`src/rtl/rbs_pkg.sv`:
```
package rbs_pkg;

    typedef enum logic [2:0] {
        ST_IDLE,
        ST_DEVID,
        ST_RAB,
        ST_WDATA,
        ST_ACK,
        ST_RDATA,
        ST_RACK,
        ST_IGNORE
    } rbs_state_e;

    typedef struct packed {
        logic scl_lvl;
        logic sda_lvl;
        logic scl_rise;
        logic scl_fall;
        logic start_ev;
        logic stop_ev;
    } bus_ev_t;

endpackage

```
`src/rtl/rbs_line_sync.sv`:
```
module rbs_line_sync #(
    parameter int STAGES = 2
) (
    input  logic            clk,
    input  logic            rst_n,
    input  logic            scl_in,
    input  logic            sda_in,
    output rbs_pkg::bus_ev_t ev
);
    localparam int CW = STAGES + 1;

    typedef struct packed {
        logic [CW-1:0] scl;
        logic [CW-1:0] sda;
    } chain_t;

    chain_t chain_d, chain_q;

    always_comb begin
        chain_d     = chain_q;
        chain_d.scl = {chain_q.scl[CW-2:0], scl_in};
        chain_d.sda = {chain_q.sda[CW-2:0], sda_in};
    end

    always_ff @(posedge clk or negedge rst_n) begin
        if (!rst_n) chain_q <= '{scl: '1, sda: '1};
        else        chain_q <= chain_d;
    end

    logic scl_now, scl_prev, sda_now, sda_prev;
    assign scl_now  = chain_q.scl[CW-2];
    assign scl_prev = chain_q.scl[CW-1];
    assign sda_now  = chain_q.sda[CW-2];
    assign sda_prev = chain_q.sda[CW-1];

    always_comb begin
        ev.scl_lvl  = scl_now;
        ev.sda_lvl  = sda_now;
        ev.scl_rise = scl_now & ~scl_prev;
        ev.scl_fall = ~scl_now & scl_prev;
        ev.start_ev = scl_now & scl_prev & sda_prev & ~sda_now;
        ev.stop_ev  = scl_now & scl_prev & ~sda_prev & sda_now;
    end

    // A start and a stop can never be reported together
    assert_one_event_R8: assert property (@(posedge clk) disable iff (!rst_n)
        !(ev.start_ev && ev.stop_ev));

endmodule

```
`src/rtl/rbs_regfile.sv`:
```
module rbs_regfile #(
    parameter int AW = 7,
    parameter int DW = 8
) (
    input  logic          clk,
    input  logic          rst_n,
    input  logic          wr_en,
    input  logic [AW-1:0] wr_addr,
    input  logic [DW-1:0] wr_data,
    input  logic [AW-1:0] rd_addr,
    output logic [DW-1:0] rd_data
);
    localparam int DEPTH = 1 << AW;

    logic [DW-1:0] mem_q [DEPTH];

    always_ff @(posedge clk or negedge rst_n) begin
        if (!rst_n) begin
            for (int i = 0; i < DEPTH; i++) mem_q[i] <= '0;
        end else if (wr_en) begin
            mem_q[wr_addr] <= wr_data;
        end
    end

    assign rd_data = mem_q[rd_addr];

    assert_write_commit_R3: assert property (@(posedge clk) disable iff (!rst_n)
        wr_en |=> mem_q[$past(wr_addr)] == $past(wr_data));

endmodule

```
`src/rtl/rbs_proto_fsm.sv`:
```
module rbs_proto_fsm
    import rbs_pkg::*;
#(
    parameter int            AW     = 7,
    parameter int            DW     = 8,
    parameter logic [DW-2:0] DEV_ID = 7'h3A
) (
    input  logic          clk,
    input  logic          rst_n,
    input  bus_ev_t       ev,
    input  logic          auto_inc,
    input  logic [DW-1:0] rd_data,
    output logic [AW-1:0] rd_addr,
    output logic          wr_en,
    output logic [AW-1:0] wr_addr,
    output logic [DW-1:0] wr_data,
    output logic          sda_oe
);
    localparam int CNTW = $clog2(DW) + 1;
    localparam logic [CNTW-1:0] FULL = CNTW'(DW);

    typedef struct packed {
        rbs_state_e    state;
        rbs_state_e    after;
        logic [DW-1:0] sh;
        logic [CNTW-1:0] bits;
        logic [AW-1:0] addr;
        logic          oe;
        logic          nack;
    } ctx_t;

    ctx_t d, q;

    always_comb begin
        d       = q;
        wr_en   = 1'b0;
        wr_addr = q.addr;
        wr_data = q.sh;
        if (ev.stop_ev) begin
            d.state = ST_IDLE;
            d.oe    = 1'b0;
        end else if (ev.start_ev) begin
            d.state = ST_DEVID;
            d.bits  = '0;
            d.oe    = 1'b0;
        end else begin
            unique case (q.state)
                ST_DEVID, ST_RAB, ST_WDATA: begin
                    if (ev.scl_rise && q.bits < FULL) begin
                        d.sh   = {q.sh[DW-2:0], ev.sda_lvl};
                        d.bits = q.bits + 1'b1;
                    end else if (ev.scl_fall && q.bits == FULL) begin
                        d.bits = '0;
                        if (q.state == ST_DEVID) begin
                            if (q.sh[DW-1:1] == DEV_ID) begin
                                d.oe    = 1'b1;
                                d.state = ST_ACK;
                                d.after = q.sh[0] ? ST_RDATA : ST_RAB;
                            end else begin
                                d.state = ST_IGNORE;
                            end
                        end else if (q.state == ST_RAB) begin
                            d.addr  = q.sh[AW-1:0];
                            d.oe    = 1'b1;
                            d.state = ST_ACK;
                            d.after = ST_WDATA;
                        end else begin
                            wr_en   = 1'b1;
                            d.addr  = auto_inc ? q.addr + 1'b1 : q.addr;
                            d.oe    = 1'b1;
                            d.state = ST_ACK;
                            d.after = auto_inc ? ST_WDATA : ST_RAB;
                        end
                    end
                end
                ST_ACK: begin
                    if (ev.scl_fall) begin
                        d.state = q.after;
                        d.bits  = '0;
                        d.oe    = 1'b0;
                        if (q.after == ST_RDATA) begin
                            d.sh = rd_data;
                            d.oe = ~rd_data[DW-1];
                        end
                    end
                end
                ST_RDATA: begin
                    if (ev.scl_rise) begin
                        d.bits = q.bits + 1'b1;
                    end else if (ev.scl_fall) begin
                        if (q.bits == FULL) begin
                            d.oe    = 1'b0;
                            d.bits  = '0;
                            d.state = ST_RACK;
                            d.addr  = auto_inc ? q.addr + 1'b1 : q.addr;
                        end else begin
                            d.sh = {q.sh[DW-2:0], 1'b0};
                            d.oe = ~q.sh[DW-2];
                        end
                    end
                end
                ST_RACK: begin
                    if (ev.scl_rise) begin
                        d.nack = ev.sda_lvl;
                    end else if (ev.scl_fall) begin
                        if (q.nack) begin
                            d.state = ST_IGNORE;
                            d.oe    = 1'b0;
                        end else begin
                            d.state = ST_RDATA;
                            d.sh    = rd_data;
                            d.oe    = ~rd_data[DW-1];
                            d.bits  = '0;
                        end
                    end
                end
                default: ;
            endcase
        end
    end

    always_ff @(posedge clk or negedge rst_n) begin
        if (!rst_n) begin
            q <= '{state: ST_IDLE, after: ST_IDLE, sh: '0, bits: '0,
                   addr: '0, oe: 1'b0, nack: 1'b0};
        end else begin
            q <= d;
        end
    end

    assign sda_oe  = q.oe;
    assign rd_addr = q.addr;

    assert_oe_scl_low_R9: assert property (@(posedge clk) disable iff (!rst_n)
        !$stable(q.oe) |-> $past(!ev.scl_lvl || ev.start_ev || ev.stop_ev));

    assert_stop_idle_R8: assert property (@(posedge clk) disable iff (!rst_n)
        ev.stop_ev |=> q.state == ST_IDLE);

    assert_released_R7: assert property (@(posedge clk) disable iff (!rst_n)
        (q.state == ST_IGNORE || q.state == ST_IDLE) |-> !q.oe);

    assert_addr_step_R5: assert property (@(posedge clk) disable iff (!rst_n)
        (wr_en && auto_inc) |=> q.addr == $past(q.addr) + AW'(1));

    assert_alternate_R4: assert property (@(posedge clk) disable iff (!rst_n)
        (wr_en && !auto_inc) |=> (q.after == ST_RAB && q.addr == $past(q.addr)));

endmodule

```
`src/rtl/serial_regbank_slave.sv`:
```
module serial_regbank_slave #(
    parameter int            AW          = 7,
    parameter int            DW          = 8,
    parameter logic [DW-2:0] DEV_ID      = 7'h3A,
    parameter int            SYNC_STAGES = 2
) (
    input  logic clk,
    input  logic rst_n,
    input  logic scl_in,
    input  logic sda_in,
    input  logic auto_inc,
    output logic sda_oe
);
    rbs_pkg::bus_ev_t ev;
    logic [AW-1:0]    rd_addr;
    logic [DW-1:0]    rd_data;
    logic             wr_en;
    logic [AW-1:0]    wr_addr;
    logic [DW-1:0]    wr_data;

    rbs_line_sync #(.STAGES(SYNC_STAGES)) u_sync (
        .clk   (clk),
        .rst_n (rst_n),
        .scl_in(scl_in),
        .sda_in(sda_in),
        .ev    (ev)
    );

    rbs_proto_fsm #(.AW(AW), .DW(DW), .DEV_ID(DEV_ID)) u_fsm (
        .clk     (clk),
        .rst_n   (rst_n),
        .ev      (ev),
        .auto_inc(auto_inc),
        .rd_data (rd_data),
        .rd_addr (rd_addr),
        .wr_en   (wr_en),
        .wr_addr (wr_addr),
        .wr_data (wr_data),
        .sda_oe  (sda_oe)
    );

    rbs_regfile #(.AW(AW), .DW(DW)) u_regs (
        .clk    (clk),
        .rst_n  (rst_n),
        .wr_en  (wr_en),
        .wr_addr(wr_addr),
        .wr_data(wr_data),
        .rd_addr(rd_addr),
        .rd_data(rd_data)
    );

endmodule

```
`config.mk`:
```
export PLATFORM = sky130hd
export DESIGN_NAME = serial_regbank_slave
export DESIGN_NICKNAME = d
export VERILOG_FILES = /design/src/rtl/rbs_pkg.sv /design/src/rtl/rbs_line_sync.sv /design/src/rtl/rbs_regfile.sv /design/src/rtl/rbs_proto_fsm.sv /design/src/rtl/serial_regbank_slave.sv
export SDC_FILE = /design/constraint.sdc
export NUM_CORES = 2
export LEC_CHECK = 0
export BUFFER_PORTS_ARGS = -buffer_cell sky130_fd_sc_hd__buf_2
export CAP_MARGIN = 20
export CELL_PAD_IN_SITES_DETAIL_PLACEMENT = 0
export CELL_PAD_IN_SITES_GLOBAL_PLACEMENT = 1
export CORE_MARGIN = 8
export CORE_UTILIZATION = 54
export DETAILED_ROUTE_END_ITERATION = 10
export PLACE_DENSITY_LB_ADDON = 0.1
export SKIP_LAST_GASP = 1
export SYNTH_ARGS = -nofsm -noshare
export SYNTH_HDL_FRONTEND = slang
export SYNTH_SLANG_ARGS = --single-unit
export TNS_END_PERCENT = 50
```
`constraint.sdc`:
```
create_clock -name clk -period 3.1 [get_ports clk]
set_clock_uncertainty 0.15 [all_clocks]
set_input_delay 0.465 -clock clk [delete_from_list [all_inputs] [get_ports clk]]
set_output_delay 0.465 -clock clk [all_outputs]
set_load 0.01 [all_outputs]
```
* Yosys cells after proc, flatten, opt, wreduce, memory -nomap -nowiden
Index checks and enable logic that the tools add are counted.
** Word-level totals
- Register bits :: 1057
- Word-level logic and storage cells :: 276
- Memory bits (writable) :: 0
- Input port bits :: 5
- Bits in read-only memories :: 0
- Latch bits :: 0
- Memories :: 0
** Operators by class
- Add/sub/neg operators :: 2
- $mul :: 0
- Bitwise operators :: 17
- Shifts and indexed selects :: 0
- Reduce and logical (&&, ||, !) cells :: 15
- $lt $le $gt $ge :: 3
- Equal/unequal tests :: 39
- Div/mod/pow operators :: 0
- Mux-type cells :: 63
** Operators by type and width (number)
- 1024-bit bitwise mux :: 1
- 8-bit 2-to-1 mux :: 10
- 12-bit 2-to-1 mux :: 5
- 8-bit binary-select mux with 7-bit select :: 1
- 8-bit demux with 7-bit select :: 1
- 12-bit one-hot mux with 4 select lines :: 1
- 9-bit AND reduction :: 4
- 3-bit 2-to-1 mux :: 11
- 20-bit 2-to-1 mux :: 1
- 4-bit by 3-bit inequality test with 1-bit output, second input constant :: 5
- 1-bit 2-to-1 mux :: 18
- 7-bit 2-to-1 mux :: 2
- 2-bit by 1-bit inequality test with 1-bit output, second input constant :: 7
- 2-bit inequality test, second input constant :: 7
- 7-bit one-hot mux with 2 select lines :: 1
- 3-bit == test, second input constant :: 4
- 4-bit 2-to-1 mux :: 3
- 6-bit 2-to-1 mux :: 2
- 4-bit by 2-bit inequality test with 1-bit output, second input constant :: 3
- 4-bit inequality test, second input constant :: 3
- 3-bit one-hot mux with 4 select lines :: 1
- 12-bit AND reduction :: 1
- 11-bit 2-to-1 mux :: 1
- 1-bit inverter :: 9
- 25 further kinds :: 37

* Logic depth before layout (Yosys ltp)
- Depth after elaboration :: 11
- Mapped depth :: 12
- Depth with buffers taken out :: 9

* Hierarchy
A second synthesis with hierarchy kept.
** Second synthesis, totals
- Cell total of the unflattened synthesis :: 3003
- Area, all modules :: 48604.1 um^2
** By module, submodules not included
- rbs_regfile :: cells each 2782, area each 46464.6 um^2, instances 1
- rbs_proto_fsm :: cells each 209, area each 1934.4 um^2, instances 1
- rbs_line_sync :: cells each 12, area each 205.2 um^2, instances 1

* Worst setup path before layout
OpenSTA, ideal clock, no wires.
- Path kind :: reg2reg
- Start :: register u_sync.chain_q[5] in the netlist's numbering
- End :: register u_regs.mem_q[506] in the netlist's numbering
- Library setup time :: 0.128 ns
- Clock period less this slack :: 2.576 ns
- Data arrival time :: 2.299 ns
- Required time :: 2.822 ns
- Cell stages (with the launch flop) :: 10
- Path slack :: 0.524 ns
- Cell sequence :: dfstp_2 -> ha_1 -> clkbuf_2 -> nand4b_1 -> a21oi_1 -> and3_2 -> nand2_2 -> nor2_4 -> nand2_1 -> mux2_1
** On the way
- Cells in the longest elaborated chain, start to end :: 7
** Ends and longest elaborated chain
- from (decl) :: RTL line rbs_line_sync.sv:17 : chain_t chain_d, chain_q;
- from (signal assigned) :: RTL line rbs_line_sync.sv:26 : if (!rst_n) chain_q <= '{scl: '1, sda: '1};
- from (signal assigned) :: RTL line rbs_line_sync.sv:27 : else chain_q <= chain_d;
- 1-bit AND / 1-bit inverter (equally long branches) :: RTL line rbs_line_sync.sv:40, rbs_line_sync.sv:39
- 1-bit logical AND / 1-bit AND (equally long branches) :: RTL line rbs_proto_fsm.sv:52, rbs_line_sync.sv:39
- 1-bit 2-to-1 mux / 1-bit logical AND (equally long branches) :: RTL line rbs_proto_fsm.sv:52, rbs_proto_fsm.sv:49
- 1-bit 2-to-1 mux :: RTL line rbs_proto_fsm.sv:49 : if (ev.scl_rise && q.bits < FULL) begin
- 1-bit 2-to-1 mux :: RTL line rbs_proto_fsm.sv:47 : unique case (q.state)
- 1-bit 2-to-1 mux :: RTL line rbs_proto_fsm.sv:42 : end else if (ev.start_ev) begin
- 1-bit 2-to-1 mux * :: RTL line rbs_proto_fsm.sv:39 : if (ev.stop_ev) begin
- to (signal, indexed assignment) :: RTL line rbs_regfile.sv:21 : mem_q[wr_addr] <= wr_data;
- to (decl) :: RTL line rbs_regfile.sv:15 : logic [DW-1:0] mem_q [DEPTH];
Every way passes the cells marked *; elsewhere a longest branch is shown, timed or not.
A chain may end at the register's enable or synchronous reset.

* Worst setup path in the final report
- Start :: register u_fsm.q, in the netlist u_fsm.rd_addr[4]
- End :: register u_fsm.q, in the netlist u_fsm.sda_oe
** On the way
- Cells in the longest elaborated chain, start to end :: 11
** Ends and longest elaborated chain
- from (decl) :: RTL line rbs_proto_fsm.sv:32 : ctx_t d, q;
- from (signal assigned) :: RTL line rbs_proto_fsm.sv:124 : q <= '{state: ST_IDLE, after: ST_IDLE, sh: '0, bits: '0,
- 7-bit inverter with 8-bit output (implied by the code) * :: RTL line rbs_regfile.sv:25 : assign rd_data = mem_q[rd_addr];
- 8-bit binary-select mux with 7-bit select * :: RTL line rbs_regfile.sv:25
- 8-bit 2-to-1 mux (implied by the code) * (2 in series) :: RTL line rbs_regfile.sv:25
- 1-bit inverter * :: RTL line rbs_proto_fsm.sv:83, rbs_proto_fsm.sv:112
- 1-bit 2-to-1 mux :: RTL line rbs_proto_fsm.sv:106 : if (q.nack) begin
- 1-bit 2-to-1 mux :: RTL line rbs_proto_fsm.sv:105 : end else if (ev.scl_fall) begin
- 1-bit 2-to-1 mux :: RTL line rbs_proto_fsm.sv:103 : if (ev.scl_rise) begin
- 1-bit one-hot mux with 4 select lines * :: RTL line rbs_proto_fsm.sv:47
- 1-bit 2-to-1 mux * :: RTL line rbs_proto_fsm.sv:42
- 1-bit 2-to-1 mux * :: RTL line rbs_proto_fsm.sv:39
Every way passes the cells marked *; elsewhere a longest branch is shown, timed or not. The select of a mux whose other input is x is not followed.

==> results by group <==
Synthesis
  • Most instantiated library cell after synthesis: dfrtp_1
  • Post-synth net total: 3610
  • Number of cells produced by synthesis: 3599
  • Warnings from Yosys: 0
  • Largest area contributor in the synthesized netlist: dfrtp_1
  • Cell Area, Synth: 48790 um^2
  • Share of synthesized flip-flops with an asynchronous set or reset: 100.0%
  • Top area cells in the synthesized netlist: dfrtp_1 (54%), mux2_2 (22%), mux4_2 (2.7%), a221oi_1 (2.1%), mux2_1 (1.9%)
  • Number of enable flip-flop cells after synthesis: 0
  • Share of synthesized area occupied by flip-flops and latches: 54.22%
  • Number of distinct library cell variants in the gate-level netlist after synthesis: 95
  • Commonest cells in the netlist: dfrtp_1 (1051), mux2_2 (972), nand2_1 (193), clkbuf_1 (154), a221oi_1 (118)
  • Top flip-flop cell by instance count after synthesis: dfrtp_1
  • Fraction of post-synthesis cell area in the top cell type by area: 53.90%
  • Flop and latch count out of synthesis: 1057
  • Post-synthesis area per instance: 13.56 um^2

Floorplan
  • Number of core rows: 110
  • Top-level port count: 6
  • Starting density of the core: 54.37%
  • Die X-Extent: 316.6 um
  • Area of the core: 89740 um^2
  • Chip Height: 316.6 um
  • Die area: 100200 um^2

Worst setup path
  • WS Path Type: flop to flop
  • Worst-path fanout max: 14
  • Worst path required time: 3.55 ns
  • Worst Setup Start Kind: flop
  • Nature of the critical path endpoint: flop
  • Arrival time worst endpoint: 3.68 ns

Detailed routing
  • Number of DRC violations after detailed-routing iteration 0: 3376
  • DRC Markers: 0
  • Via count: 34700
  • Met2 Routed Length: 76340 um
  • Post-detailed-route count of antenna-violating nets: 0
  • Met1 wire length: 66190 um
  • Average wire per standard cell: 31.48 um
  • Top routing layer used: met5
  • First-pass iteration count of the detailed router: 6
  • Routed vias/inst: 6.661
  • Total wire length: 164000 um
  • Detailed route wirelength on metal3: 12900 um

Final layout
  • Utilization of the core after routing: 64.49%
  • Syn-to-layout area delta: 18.60%
  • Nets: 3955
  • Fraction of final layout cells sized beyond drive strength 1: 45.92%

Timing
  • Max-slew violation total from the final report: 0
  • Final clock period utilization by the worst path: 103.9%
  • Fin worst setup slack: -0.1217 ns
  • Period minus WS final: 3.222 ns
  • Max frequency: 310.4 MHz
  • Transition time at the pin with the least slew margin: 1.151 ns
  • Setup Viol. Count Final: 6
  • Worst max-slew margin expressed relative to the limit: 23.26%
  • Hold Vio Cnt, Final: 0
  • RSZ-0062 raised after global routing: true

Status
  • Outcome: finished with violations
  • Failing checks: negative setup slack

Place
  • Routability Congestion: 0.9110
  • Placed wire-length estimate after detailed placement: 108900 um
  • Count of input and output buffers: 5

Clock network
  • # H-tree levels: 3
  • Clock root cell: clkbuf_16
  • Worst skew pair latency: 0.71 ns
  • Num Clock Sinks: 1057
  • Number of buffers added by the clock tree synthesis step: 112
  • Clock tree from TritonCTS: done
  • CTS clock-pin slew for the worst setup and hold paths: 0.07 ns
  • Buffer depth of the longest clock path: 3

Power and ir drop
  • Lkg Pwr: 0.02832 uW
  • Power density over the cells: 498.0 nW/um^2
  • Maximum VDD drop: 0.0004846 V
  • Total chip power: 28820 uW

GRT
  • Number of antenna violations at the first check in global routing: 6
  • Gr ovfl total: 0
  • GRT Resource Usage Total: 32.46%
  • Largest net degree at the start of global routing: 133
  • Global-route wire length before repair: 242600 um
  • Via count of the first global-routing pass: 35790

Hold path
  • Min-delay worst type: input port to flop

Flow run
  • Maxcap violations: 0
-- state kept, by name, indices dropped and copies added, names as in the netlist --
register and count:
u_regs.mem_q 1024, u_fsm.q 11, u_fsm.wr_data 8, u_fsm.rd_addr 7
u_sync.chain_d 2, u_sync.chain_q 2, u_sync.ev 2, u_fsm.sda_oe 1
-- per-stage QoR --
stage / worst slack, ns / hold slack [ns] / cells / cell area, um^2 / TNS (ns)
2_1_floorplan: 0.5236 / 0.01941 / 3599 / 48790 / 0
3_3_place_gp: -0.3461 / 0.2017 / 4969 / 53480 / -1.266
3_5_place_dp: -0.3443 / 0.1978 / 4969 / 53480 / -1.385
4_1_cts: -0.01162 / 0.04157 / 5190 / 57550 / -0.03428
5_1_grt: -0.1179 / 0.08238 / 5207 / 57860 / -0.6395
6_report: -0.1217 / 0.06131 / 5209 / 57870 / -0.2060
-- kinds of logic (layout without fill, tap and decap cells) --
logic type | count (synthesis) | count (layout) | share of synthesized area (%)
compound gates | 617 | 617 | 9.396
buf+inv | 302 | 731 | 3.072
fa+ha+maj | 6 | 6 | 0.1539
other cells | 0 | 4 | 0
flops | 1057 | 1057 | 54.22
mux | 1176 | 1176 | 28.49
simple gates | 440 | 441 | 4.641
xor+xnor | 1 | 1 | 0.01795
-- cell type report --
cell class / instances / area, um^2
flip-flops and latches: 1057 / 26500
clock inverters: 26 / 371.6
multi-input cells: 2241 / 21080
fillers: 6646 / 31870
repair buffers: 516 / 5015
clock buffers: 173 / 3348
diodes: 4 / 10.01
well taps: 1176 / 1471
inverters: 16 / 67.56
-- critical path, cell delays in order (launching register included) --
cell      delay, ns
dfrtp_2        0.62
or2_2          0.64
nor2_1         0.44
buf_4          0.23
a221oi_4       0.07
o211ai_1       0.24
o31a_1         0.27
o211ai_2       0.14
a32o_1         0.29
-- layout by cell type (no fill, tap or decap), types with 23 or more instances in the layout --
cell	netlist	routed
dfrtp_1	1051	1038
mux2_2	972	972
buf_4	30	417
nand2_1	193	189
clkbuf_16	0	120
a221oi_1	118	115
a22oi_1	111	111
a21oi_1	86	85
mux2_1	82	82
buf_12	2	79
o21ai_0	70	65
nor2_1	63	60
mux4_2	59	59
mux2i_1	57	57
nand2_2	42	46
clkbuf_1	154	35
a31oi_1	28	26
o22ai_1	25	25
a22o_1	24	24
nand3_1	23	23
-- path summary, 6_finish.rpt --
check	startpoint	endpoint	slack, ns	depth (start not counted)
max	u_fsm.rd_addr[4]	u_fsm.sda_oe	-0.12	8
min in group asynchronous	rst_n	u_regs.mem_q[691]	0.24	2
max reg2reg	u_fsm.rd_addr[4]	u_fsm.sda_oe	-0.12	8
min reg2reg	u_sync.chain_d[4]	u_sync.ev[5]	0.21	0
min	auto_inc	u_fsm.rd_addr[5]	0.06	4
max in group asynchronous	rst_n	u_fsm.wr_data[6]	1.30	3
-- repair_timing --
item	CTS	global route
endpoints found under the setup margin	16	270
pin swaps	6	6
gates cloned	2	3
setup buffers	17	12
endpoints found under the hold margin	39	0
hold buffers	3	0
gates resized for setup	30	27
-- routing by layer --
layer / vias up / GRT usage [%]
met5: - / 0
met4: 2 / 14.53
met3: 446 / 6.580
met2: 1634 / 51.57
met1: 18340 / 43.18
li1: 14270 / -
-- power by group --
| group | internal, uW | switching [uW] |
|---|---|---|
| clock network | 8110 | 5510 |
| registers | 13800 | 81.1 |
| logic | 192 | 1080 |
| total | 22100 | 6680 |
Note: power is estimated with default switching activity, not from simulation.
